[src/rtl/irqbp_pkg.sv]
package irqbp_pkg;
  // Lines per private CPU bank, which is also the count of banked IDs
  localparam int unsigned BANK_LINES = 32;
  // First interrupt ID used by shared lines
  localparam int unsigned SHARED_BASE = 32;
endpackage

[src/rtl/irqbp_level_track.sv]
module irqbp_level_track #(
  parameter int unsigned NL = 96
) (
  input  logic          clk,
  input  logic          rst,
  input  logic [NL-1:0] line_i,
  output logic [NL-1:0] lvl_o,
  output logic [NL-1:0] rise_o
);
  logic [NL-1:0] lvl_q;

  always_ff @(posedge clk) begin
    if (rst) lvl_q <= '0;
    else     lvl_q <= line_i;
  end

  assign rise_o = line_i & ~lvl_q;
  assign lvl_o  = lvl_q;
endmodule

[src/rtl/irqbp_set_gen.sv]
module irqbp_set_gen
  import irqbp_pkg::*;
#(
  parameter int unsigned N_SHARED = 32,
  parameter int unsigned N_CPU    = 2,
  localparam int unsigned NL      = N_SHARED + BANK_LINES * N_CPU,
  localparam int unsigned NUM_IRQ = SHARED_BASE + N_SHARED
) (
  input  logic [NL-1:0]             rise_i,
  input  logic [N_SHARED-1:0]       trig_i,
  input  logic [N_CPU*N_SHARED-1:0] en_i,
  input  logic [N_SHARED*N_CPU-1:0] tgt_i,
  output logic [N_CPU*NUM_IRQ-1:0]  set_o
);
  logic [N_SHARED-1:0] en_any;
  logic [N_SHARED-1:0] sh_fire;

  always_comb begin
    for (int k = 0; k < N_SHARED; k++) begin
      en_any[k] = 1'b0;
      for (int c = 0; c < N_CPU; c++) en_any[k] = en_any[k] | en_i[c*N_SHARED+k];
      sh_fire[k] = rise_i[k] & (trig_i[k] | en_any[k]);
    end
  end

  for (genvar c = 0; c < N_CPU; c++) begin : g_cpu
    for (genvar j = 0; j < BANK_LINES; j++) begin : g_priv
      // banked lines are edge-only and target their own CPU
      assign set_o[c*NUM_IRQ+j] = rise_i[N_SHARED + BANK_LINES*c + j];
    end
    for (genvar k = 0; k < N_SHARED; k++) begin : g_shared
      assign set_o[c*NUM_IRQ+SHARED_BASE+k] = sh_fire[k] & tgt_i[k*N_CPU+c];
    end
  end
endmodule

[src/rtl/irqbp_pend_bank.sv]
module irqbp_pend_bank #(
  parameter int unsigned NUM_IRQ = 64,
  localparam int unsigned ID_W   = $clog2(NUM_IRQ)
) (
  input  logic               clk,
  input  logic               rst,
  input  logic [NUM_IRQ-1:0] set_i,
  input  logic               clr_en_i,
  input  logic [ID_W-1:0]    clr_id_i,
  output logic [NUM_IRQ-1:0] pend_o
);
  logic [NUM_IRQ-1:0] clr_vec;
  logic [NUM_IRQ-1:0] pend_q;

  for (genvar i = 0; i < NUM_IRQ; i++) begin : g_dec
    assign clr_vec[i] = clr_en_i && (clr_id_i == ID_W'(i));
  end

  always_ff @(posedge clk) begin
    if (rst) pend_q <= '0;
    else     pend_q <= (pend_q & ~clr_vec) | set_i;
  end

  assign pend_o = pend_q;
endmodule

[src/rtl/irq_bank_pend.sv]
module irq_bank_pend
  import irqbp_pkg::*;
#(
  parameter int unsigned N_SHARED = 32,
  parameter int unsigned N_CPU    = 2,
  localparam int unsigned NL      = N_SHARED + BANK_LINES * N_CPU,
  localparam int unsigned NUM_IRQ = SHARED_BASE + N_SHARED,
  localparam int unsigned ID_W    = $clog2(NUM_IRQ)
) (
  input  logic                      clk,
  input  logic                      rst,
  input  logic [NL-1:0]             line_i,
  input  logic [N_SHARED-1:0]       trig_i,
  input  logic [N_CPU*N_SHARED-1:0] en_i,
  input  logic [N_SHARED*N_CPU-1:0] tgt_i,
  input  logic                      clr_valid_i,
  input  logic [ID_W-1:0]           clr_id_i,
  input  logic [N_CPU-1:0]          clr_mask_i,
  output logic [N_CPU*NUM_IRQ-1:0]  pend_o
);
  logic [NL-1:0]            lvl_q;
  logic [NL-1:0]            rise;
  logic [N_CPU*NUM_IRQ-1:0] set_vec;

  irqbp_level_track #(.NL(NL)) u_lvl (
    .clk    (clk),
    .rst    (rst),
    .line_i (line_i),
    .lvl_o  (lvl_q),
    .rise_o (rise)
  );

  irqbp_set_gen #(.N_SHARED(N_SHARED), .N_CPU(N_CPU)) u_set (
    .rise_i (rise),
    .trig_i (trig_i),
    .en_i   (en_i),
    .tgt_i  (tgt_i),
    .set_o  (set_vec)
  );

  for (genvar c = 0; c < N_CPU; c++) begin : g_bank
    irqbp_pend_bank #(.NUM_IRQ(NUM_IRQ)) u_pend (
      .clk      (clk),
      .rst      (rst),
      .set_i    (set_vec[c*NUM_IRQ +: NUM_IRQ]),
      .clr_en_i (clr_valid_i & clr_mask_i[c]),
      .clr_id_i (clr_id_i),
      .pend_o   (pend_o[c*NUM_IRQ +: NUM_IRQ])
    );
  end
endmodule

[config.mk]
export PLATFORM = sky130hd
export DESIGN_NAME = irq_bank_pend
export DESIGN_NICKNAME = d
export VERILOG_FILES = /design/src/rtl/irqbp_pkg.sv /design/src/rtl/irqbp_level_track.sv /design/src/rtl/irqbp_set_gen.sv /design/src/rtl/irqbp_pend_bank.sv /design/src/rtl/irq_bank_pend.sv
export SDC_FILE = /design/constraint.sdc
export NUM_CORES = 1
export LEC_CHECK = 0
export BUFFER_PORTS_ARGS = -buffer_cell sky130_fd_sc_hd__buf_2
export CORE_ASPECT_RATIO = 0.5
export CORE_MARGIN = 2
export CORE_UTILIZATION = 40
export DETAILED_ROUTE_END_ITERATION = 10
export HOLD_SLACK_MARGIN = 0.02
export PLACE_DENSITY = 0.74
export SETUP_SLACK_MARGIN = 0.15
export SYNTH_ARGS = -nofsm -noshare
export SYNTH_HDL_FRONTEND = slang
export SYNTH_SLANG_ARGS = --single-unit
[constraint.sdc]
create_clock -name clk -period 1.45 [get_ports clk]
set_input_delay 0.3625 -clock clk [delete_from_list [all_inputs] [get_ports clk]]
set_output_delay 0.3625 -clock clk [all_outputs]
set_load 0.01 [all_outputs]
==> results of run 1 <==
-- path summary, 6_finish.rpt --
check	start	end	slack (ns)	cells past startpoint
worst min-delay path	line_i[75]	u_lvl.lvl_o[75]	0.06	3
worst min register to register	u_lvl.lvl_o[82]	g_bank[1].u_pend.pend_o[18]	0.40	1
worst max-delay path	g_bank[1].u_pend.pend_o[32]	pend_o[96]	0.12	1
worst max register to register	g_bank[0].u_pend.pend_o[25]	g_bank[0].u_pend.pend_o[25]	0.52	4
-- routing by layer --
metal  part of all wire [%]  GRT usage [%]  up-vias
li1                       -              -     3748
met2                     48           44.1      280
met4                    3.1           8.45        2
met3                    5.8           4.15       68
met1                     43           33.3     3786
met5                  0.049              0        -
-- cells in the mapped netlist (all sizes together) --
master / instances / area share [%]
a32o: 64 / 8.1
and4: 3 / 0.33
and4b: 6 / 0.76
and4bb: 6 / 0.95
buf: 27 / 1.7
clkbuf: 25 / 1.2
dfxtp: 224 / 57
inv: 65 / 3.1
nand2: 128 / 6.1
nand4: 1 / 0.079
nand4b: 6 / 0.66
nand4bb: 8 / 1.1
nor2b: 32 / 2.5
nor3: 32 / 2.0
nor3b: 32 / 3.0
nor4: 1 / 0.16
nor4b: 4 / 0.76
o211ai: 64 / 6.1
o21ai: 64 / 4.0
or4: 1 / 0.14
or4b: 4 / 0.69
-- power breakdown --
part | leakage (nW) | switching [mW] | internal (mW)
registers | 1.90 | 0.271 | 6.67
logic | 3.48 | 0.944 | 1.28
clock network | 0.349 | 2.33 | 3.37
-- stage by stage --
| stage | instance area (µm²) | hold WS, ns | setup TNS, ns |
|---|---|---|---|
| 2_1_floorplan | 8060 | 0.389 | 0 |
| 3_3_place_gp | 10500 | 0.391 | -8.34 |
| 3_5_place_dp | 10500 | 0.395 | -11.85 |
| 4_1_cts | 12300 | 0.0408 | 0 |
| 5_1_grt | 12400 | 0.0604 | 0 |
| 6_report | 12400 | 0.0563 | 0 |
-- repair_timing --
item,CTS,global route
cloned,0,0
pin swaps,0,0
gates resized for setup,264,0
endpoints found under the setup margin,128,128
buffers inserted,16,14
-- cells by family after synthesis --
logic type             count (synthesis)
flip-flops                           224
buffers and inverters                117
AND/OR/NAND/NOR                      264
AO/OA/AOI/OAI                        192
-- flip-flops by register name (all words and copies together), names as in the netlist --
signal,cells
g_bank.u_pend.pend_o,128
u_lvl.lvl_o,96
-- final cells by class --
| cell class | instances | area [µm²] | share of cell area (%) |
|---|---|---|---|
| timing repair buffer | 471 | 3500 | 28.1 |
| tap | 266 | 333 | 2.68 |
| multi-input combinational | 456 | 3000 | 24.1 |
| antenna | 2 | 5.00 | 0.0402 |
| clock inverter | 8 | 123 | 0.986 |
| inverter | 65 | 249 | 2.00 |
| clock buffer | 29 | 586 | 4.71 |
| sequential | 224 | 4650 | 37.4 |
==> results.md, run 1 <==
* Fin crit share at 91.5%
* Total GRT Usage at 25.8%
* Fillers at 1582
* Port bufs at 394
* Core area at 19500 µm²
* CP max stage delay at 0.36 ns
* Upper clock frequency limit at 754 MHz
* Ports at 395
* Die width at 203 µm
* Post-route insts no fill at 1521
* Vias at 7884
* Dpl hpwl at 20900 µm
* Inst Count DP at 1452
* Post-Syn Area at 7940 µm²
* Htree depth at 1
* Initial Util at 40.8%
* Clk sinks at 224
* Critical path startpoint category: flop
* Yosys warning count at 0
* Mux cell area share after synthesis at 0%
* Slew @ Worst Pin at 0.392 ns
* Required @ worst endpoint at 1.09 ns
* Clock Latency Late Sink at 0.50 ns
* Rel. slew slack at 73.8%
* DRT Wirelength at 28400 µm
* Layout net count at 1506
* WP data arrival at 0.96 ns
* Drt via density at 5.18
* Critical Path Slowest Stage Cell: dfxtp_4
* Reg clk slew, reported paths at 0.07 ns
* Final Setup Violations at 0
* Max Cap Violations at 0
* Most common cell after layout, fill and taps aside: buf_2
* Mapped Nets at 1064
* Share of layout cells above drive strength 1 at 51.7%
* RSZ-0062 raised after global routing: true
* Synth Area in Compound Gates at 18.2%
* Crit path buffers/inverters at 1
* Most frequent cells in the layout: buf_2, nand2_1, buf_6
* Fin util at 63.9%
* Avg WL per Cell at 18.7 µm
* VDD IR-drop max at 626 µV
* Largest net degree at the start of global routing at 42
* Xor and xnor area share after synthesis at 0%
* Critical path capture point type: output pin
* FP Rows at 36
* Dpl ws at -0.207 ns
* Final Power at 14.9 mW
* Final ANT Viol Nets at 0
* Final hold vios at 0
* Seq cells post-synth at 224
* First DRT Iteration DRCs at 503
* Total Die Area at 21100 µm²
* Cells after Synth at 797
* Number of global-route vias before repair at 8039
* Largest family of logic cells by synthesized area: simple AND/OR/NAND/NOR gates
* Status: finished, final reports clean
* First-pass GRT wire length at 43300 µm
* Post-synthesis sequential area ratio at 56.5%
* Crit path cell chain: buf_6
* Post-layout min period at 1.33 ns
* CP delay by family, top: flip-flops
* Root Buffer: clkbuf_16
* CTS buffer count at 21
* Gpl congestion at 0.977
* Chip Height at 104 µm
* WS Path Type: reg -> out
* Clock tree from TritonCTS: built
* Worst Path Max Fanout at 2
* Initial antenna violation count at 3
* Max Transition Viols Final at 0
* Clk buf depth at 3
* Length of the first detailed-routing pass in iterations at 5
* Crit path setup slack, layout at 0.123 ns
* Max Clock Skew at 0.00859 ns
* Syn_area_per_cell at 9.96 µm²
* Yosys cell types at 25
* DRC at 0
* Area Overhead vs Synth at 56.8%
* Worst min path class: in -> reg
* Simple-gate share of the synthesized area at 19.3%
* PwrDens at 1190 nW/µm²
* Gr ovfl total at 0
* Static leakage at 5.73 nW
* Synth Area in Adders at 0%
* Hold buffer count at CTS at 0
Note: power is estimated with default switching activity, not from simulation.
==> run 2: changes to the inputs <==
--- a/config.mk
+++ b/config.mk
@@ -8,9 +8,9 @@
 export BUFFER_PORTS_ARGS = -buffer_cell sky130_fd_sc_hd__buf_2
-export CORE_ASPECT_RATIO = 0.5
-export CORE_MARGIN = 2
-export CORE_UTILIZATION = 40
+export CORE_AREA = 2 2 153 155
 export DETAILED_ROUTE_END_ITERATION = 10
+export DIE_AREA = 0 0 155 157
 export HOLD_SLACK_MARGIN = 0.02
-export PLACE_DENSITY = 0.74
+export PLACE_DENSITY = 0.66
 export SETUP_SLACK_MARGIN = 0.15
+export SLEW_MARGIN = 20
 export SYNTH_ARGS = -nofsm -noshare
==> constraint.sdc (replaced) <==
create_clock -name clk -period 1.45 [get_ports clk]
set_input_delay 0.0725 -clock clk [delete_from_list [all_inputs] [get_ports clk]]
set_output_delay 0.0725 -clock clk [all_outputs]
set_load 0.01 [all_outputs]
==> run 2 against run 1 <==
Net effect:
- final cell count grew 10%
- power is 2.6% higher
- via count increased by 4.9%
==> results.md, run 2 (same netlist as run 1, synthesis figures left out) <==
* First DRT Iteration DRCs at 331 (was 503)
* Crit path cell chain: dlygate4sd3_1 > buf_2 > buf_12 > nor2b_1 > nor3b_1 > a32o_1 (was buf_6)
* First-pass GRT wire length at 45000 µm (was 43300 µm)
* Drt via density at 4.94 (was 5.18)
* Status: finished, final reports clean (unchanged)
* CP max stage delay at 0.55 ns (was 0.36 ns)
* Critical path startpoint category: input port (was flop)
* Critical path capture point type: flop (was output pin)
* Root Buffer: clkbuf_16 (unchanged)
* DRC at 0 (unchanged)
* Port bufs at 394 (unchanged)
* Dpl hpwl at 21400 µm (was 20900 µm)
* Avg WL per Cell at 18.0 µm (was 18.7 µm)
* Max Clock Skew at 0.0225 ns (was 0.00859 ns)
* Die width at 155 µm (was 203 µm)
* Crit path setup slack, layout at 0.200 ns (was 0.123 ns)
* Initial Util at 35.3% (was 40.8%)
* Gr ovfl total at 0 (unchanged)
* Critical Path Slowest Stage Cell: dlygate4sd3_1 (was dfxtp_4)
* Final hold vios at 0 (unchanged)
* Static leakage at 6.07 nW (was 5.73 nW)
* Total Die Area at 24300 µm² (was 21100 µm²)
* Required @ worst endpoint at 1.92 ns (was 1.09 ns)
* Reg clk slew, reported paths at 0.06 ns (was 0.07 ns)
* Area Overhead vs Synth at 63.0% (was 56.8%)
* Final Setup Violations at 0 (unchanged)
* Most frequent cells in the layout: buf_2, dfxtp_1, dlygate4sd3_1 (was buf_2, nand2_1, buf_6)
* Largest net degree at the start of global routing at 43 (was 42)
* Vias at 8271 (was 7884)
* Final Power at 15.3 mW (was 14.9 mW)
* Dpl ws at -0.0176 ns (was -0.207 ns)
* FP Rows at 55 (was 36)
* CTS buffer count at 25 (was 21)
* Length of the first detailed-routing pass in iterations at 5 (unchanged)
* Chip Height at 157 µm (was 104 µm)
* Clk sinks at 224 (unchanged)
* Worst Path Max Fanout at 27 (was 2)
* Worst min path class: in -> reg (unchanged)
* PwrDens at 1180 nW/µm² (was 1190 nW/µm²)
* Share of layout cells above drive strength 1 at 35.5% (was 51.7%)
* Most common cell after layout, fill and taps aside: buf_2 (unchanged)
* Max Transition Viols Final at 0 (unchanged)
* Max Cap Violations at 0 (unchanged)
* VDD IR-drop max at 933 µV (was 626 µV)
* Clock Latency Late Sink at 0.54 ns (was 0.50 ns)
* Initial antenna violation count at 3 (unchanged)
* Number of flip-flops in the largest register at 128 (unchanged)
* WP data arrival at 1.72 ns (was 0.96 ns)
* RSZ-0062 raised after global routing: false (was true)
* Htree depth at 1 (unchanged)
* WS Path Type: in -> reg (was reg -> out)
* Gpl congestion at 0.833 (was 0.977)
* Rel. slew slack at 69.3% (was 73.8%)
* Clock tree from TritonCTS: built (unchanged)
* Fin crit share at 86.2% (was 91.5%)
* Layout net count at 1634 (was 1506)
* Post-layout min period at 1.25 ns (was 1.33 ns)
* Clk buf depth at 3 (unchanged)
* Total GRT Usage at 23.4% (was 25.8%)
* Number of global-route vias before repair at 8246 (was 8039)
* Final ANT Viol Nets at 0 (unchanged)
* Upper clock frequency limit at 800 MHz (was 754 MHz)
* Fin util at 57.5% (was 63.9%)
* Hold Path Cell Cnt at 4 (was 3)
* FF-to-FF path depth at 2 (was 4)
* Ports at 395 (unchanged)
* Slew @ Worst Pin at 0.459 ns (was 0.392 ns)
* Core area at 22500 µm² (was 19500 µm²)
* Post-CTS Setup Bufs at 0 (was 16)
* DRT Wirelength at 30000 µm (was 28400 µm)
## run 2: cell count changes in the layout (fill, tap and decap cells not counted), sizes merged
cell / before / now
dlygate4sd3: 0 / 164
diode: 2 / 4
inv: 66 / 67
buf: 471 / 431
clkinvlp: 0 / 1
bufinv: 3 / 2
clkbuf: 29 / 31
clkinv: 4 / 9
## run 2: layer usage
layer | track usage, % | vias up | wire [µm]
met5 | 0 | - | 0
met4 | 9.66 | 0 | 1240
met1 | 25.7 | 3873 | 11500
li1 | - | 3999 | -
met2 | 42.6 | 325 | 15000
met3 | 6.58 | 74 | 2270
## run 2: area by class of cell
class	count	area, µm²
diodes	4	10.0
clock buffers	31	678
clock inverters	14	149
fillers	1917	9570
inverters	65	249
multi-input cells	456	2980
flip-flops and latches	224	4480
well taps	285	357
repair buffers	595	4030
## run 2: final timing paths
check,end,slack (ns),start
setup / recovery,g_bank[0].u_pend.pend_o[56],0.20,rst
hold / removal,g_bank[1].u_pend.pend_o[47],0.09,trig_i[15]
setup reg to reg,g_bank[0].u_pend.pend_o[56],0.50,u_lvl.lvl_o[24]
hold reg to reg,g_bank[1].u_pend.pend_o[4],0.40,u_lvl.lvl_o[68]
## run 2: critical path, delay by kind of cell
family | cells | cell delay, ns
compound gates | 1 | 0.18
buf+inv | 3 | 0.90
simple gates | 2 | 0.56
## run 2: where the power goes
group | total, mW | internal (mW) | leakage [nW] | switching [mW]
clock | 6.34 | 3.71 | 0.412 | 2.63
sequential | 6.81 | 6.61 | 1.86 | 0.197
combinational | 2.11 | 1.12 | 3.80 | 0.990
## run 2: stage by stage
stage,instances,hold slack (ns),setup TNS [ns],area [µm²]
detailed placement,1461,0.272,-0.0486,10400
global placement,1461,0.270,0,10400
floorplan,797,0.151,0,7940
CTS,1670,0.0752,0,12900
global route,1673,0.111,0,12900
finish,1674,0.0942,0,12900
## run 2: timing repair
item	in CTS	in global routing
hold endpoints to repair	224	0
hold buffers	164	0
endpoints found under the setup margin	0	4
resized for setup	0	2
==> run 3: changes to the inputs <==
PLACE_DENSITY = not set   (was 0.66)
clock period = 1.2 ns   (was 1.45 ns; I/O delays follow)
==> run 3 against run 2 <==
Net effect:
- critical path type is now reg -> out
- largest cell class is now buffers
- routed wire length is 9.0% higher
- register-to-register slack worse by 0.26 ns
- die area stayed put
- sequential cell count stayed put
- largest power group unchanged
- setup slack worse by 0.071 ns
==> results.md, run 3 (same netlist as run 1, synthesis figures left out) <==
* Status: finished, final reports clean (unchanged)
* FF-to-FF path depth at 2 (unchanged)
* First DRT Iteration DRCs at 382 (was 331)
* FP Rows at 55 (unchanged)
* Dpl ws at -0.218 ns (was -0.0176 ns)
* Critical path startpoint category: flop (was input port)
* Worst min path class: in -> reg (unchanged)
* CTS buffer count at 25 (unchanged)
* Worst R2R End: g_bank[1].u_pend.pend_o[54] (was g_bank[0].u_pend.pend_o[56])
* Root Buffer: clkbuf_16 (unchanged)
* Most common cell after layout, fill and taps aside: buf_2 (unchanged)
* CP max stage delay at 0.36 ns (was 0.55 ns)
* Core area at 22500 µm² (unchanged)
* Fillers at 1708 (was 1917)
* Final ANT Viol Nets at 0 (unchanged)
* Total GRT Usage at 25.3% (was 23.4%)
* Static leakage at 6.61 nW (was 6.07 nW)
* Rel. slew slack at 66.7% (was 69.3%)
* DRT Wirelength at 32700 µm (was 30000 µm)
* Final Setup Violations at 0 (unchanged)
* VDD IR-drop max at 1260 µV (was 933 µV)
* Worst setup startpoint: g_bank[1].u_pend.pend_o[55] (was rst)
* Levels on crit path at 1 (was 6)
* DRC at 0 (unchanged)
* Worst Path Max Fanout at 2 (was 27)
* Chip Height at 157 µm (unchanged)
* Critical Path Slowest Stage Cell: dfxtp_4 (was dlygate4sd3_1)
* Post-route insts no fill at 1735 (was 1674)
* Upper clock frequency limit at 934 MHz
* Htree depth at 1 (unchanged)
* Vias at 8666 (was 8271)
* Length of the first detailed-routing pass in iterations at 5 (unchanged)
* Gr ovfl total at 0 (unchanged)
* Initial Util at 35.3% (unchanged)
* Gpl congestion at 0.809 (was 0.833)
* Most frequent cells in the layout: buf_2, dlygate4sd3_1, nand2_1, buf_6, dfxtp_2 (was buf_2, dfxtp_1, dlygate4sd3_1)
* Clock Latency Late Sink at 0.53 ns (was 0.54 ns)
* Required @ worst endpoint at 1.14 ns (was 1.92 ns)
* R2R Path Start: u_lvl.lvl_o[22] (was u_lvl.lvl_o[24])
* Post-layout min period at 1.07 ns
* Avg WL per Cell at 18.9 µm (was 18.0 µm)
* WP data arrival at 1.01 ns (was 1.72 ns)
* Ports at 395 (unchanged)
* Drt via density at 4.99 (was 4.94)
* Layout net count at 1700 (was 1634)
* Final hold vios at 0 (unchanged)
* CP delay by family, top: flip-flops (was buffers and inverters)
* Initial antenna violation count at 5 (was 3)
* Crit path setup slack, layout at 0.130 ns (was 0.200 ns)
* Fin crit share at 89.2%
* Port bufs at 394 (unchanged)
* Clk sinks at 224 (unchanged)
* Inst Count DP at 1486 (was 1461)
* Fin Hold WS at 0.0312 ns (was 0.0942 ns)
* Share of layout cells above drive strength 1 at 45.5% (was 35.5%)
* Hold Path Sink: u_lvl.lvl_o[31] (was g_bank[1].u_pend.pend_o[47])
* Number of flip-flops in the largest register at 128 (unchanged)
* Fin util at 64.3% (was 57.5%)
* PwrDens at 1340 nW/µm² (was 1180 nW/µm²)
* Die width at 155 µm (unchanged)
* WS Path Type: reg -> out (was in -> reg)
* Worst R2R Setup Slack at 0.24 ns (was 0.50 ns)
* Reg clk slew, reported paths at 0.06 ns (about the same)
* Hold Path Cell Cnt at 3 (was 4)
* Clk buf depth at 3 (unchanged)
* Critical path capture point type: output pin (was flop)
* Max Clock Skew at 0.00775 ns (was 0.0225 ns)
* RSZ-0062 raised after global routing: true (was false)
* Crit path buffers/inverters at 1 (was 3)
* Number of global-route vias before repair at 8947 (was 8246)
* Slew @ Worst Pin at 0.495 ns (was 0.459 ns)
* Area Overhead vs Synth at 82.3% (was 63.0%)
* Max Transition Viols Final at 0 (unchanged)
* First-pass GRT wire length at 48100 µm (was 45000 µm)
* Clock tree from TritonCTS: built (unchanged)
* Total Die Area at 24300 µm² (unchanged)
* Crit path cell chain: buf_6 (was dlygate4sd3_1 > buf_2 > buf_12 > nor2b_1 > nor3b_1 > a32o_1)
* Max Cap Violations at 0 (unchanged)
* Largest net degree at the start of global routing at 65 (was 43)
* Worst hold start: rst (was trig_i[15])
* Dpl hpwl at 22400 µm (was 21400 µm)
-- run 3: stage by stage --
stage / TNS [ns] / power (mW) / instance area [µm²]
global placement: -10.42 / 10.5 / 10600
floorplan: 0 / 9.29 / 8010
detailed placement: -12.58 / 10.5 / 10600
CTS: 0 / 19.4 / 14300
global route: 0 / 20.1 / 14500
finish: 0 / 19.4 / 14500
-- run 3: what timing repair did --
action / CTS / global route
buffers inserted: 6 / 13
hold endpoints to repair: 224 / 0
pin swaps: 0 / 0
hold buffers: 186 / 0
endpoints found under the setup margin: 128 / 120
cloned: 0 / 0
gates resized for setup: 270 / 7
-- run 3: cell type report --
cell class / count / area, µm² / area share, %
diodes: 2 / 5.00 / 0.0346
inverters: 65 / 249 / 1.72
flip-flops and latches: 224 / 4650 / 32.1
clock buffers: 34 / 709 / 4.90
clock inverters: 8 / 133 / 0.917
multi-input cells: 456 / 2980 / 20.6
repair buffers: 661 / 5390 / 37.3
well taps: 285 / 357 / 2.46
-- run 3: worst max path at each step --
stage / endpoint
2_1_floorplan: g_bank[0].u_pend.pend_o[24]
3_3_place_gp: g_bank[0].u_pend.pend_o[49]
3_5_place_dp: g_bank[0].u_pend.pend_o[49]
4_1_cts: pend_o[119]
5_1_grt: pend_o[119]
6_report: pend_o[119]
-- run 3: metal layers --
metal  global-route usage (%)  wire, µm  vias to the layer above
li1                         -         -                     4116
met1                     27.3     12300                     4045
met2                     44.2     15900                      392
met3                     8.07      2650                      107
met4                     14.0      1840                        6
met5                        0        39                        -
-- run 3: power breakdown --
part | total, mW | switching, mW | internal, mW
combinational | 3.20 | 1.28 | 1.92
sequential | 8.38 | 0.318 | 8.07
clock | 7.86 | 3.08 | 4.77
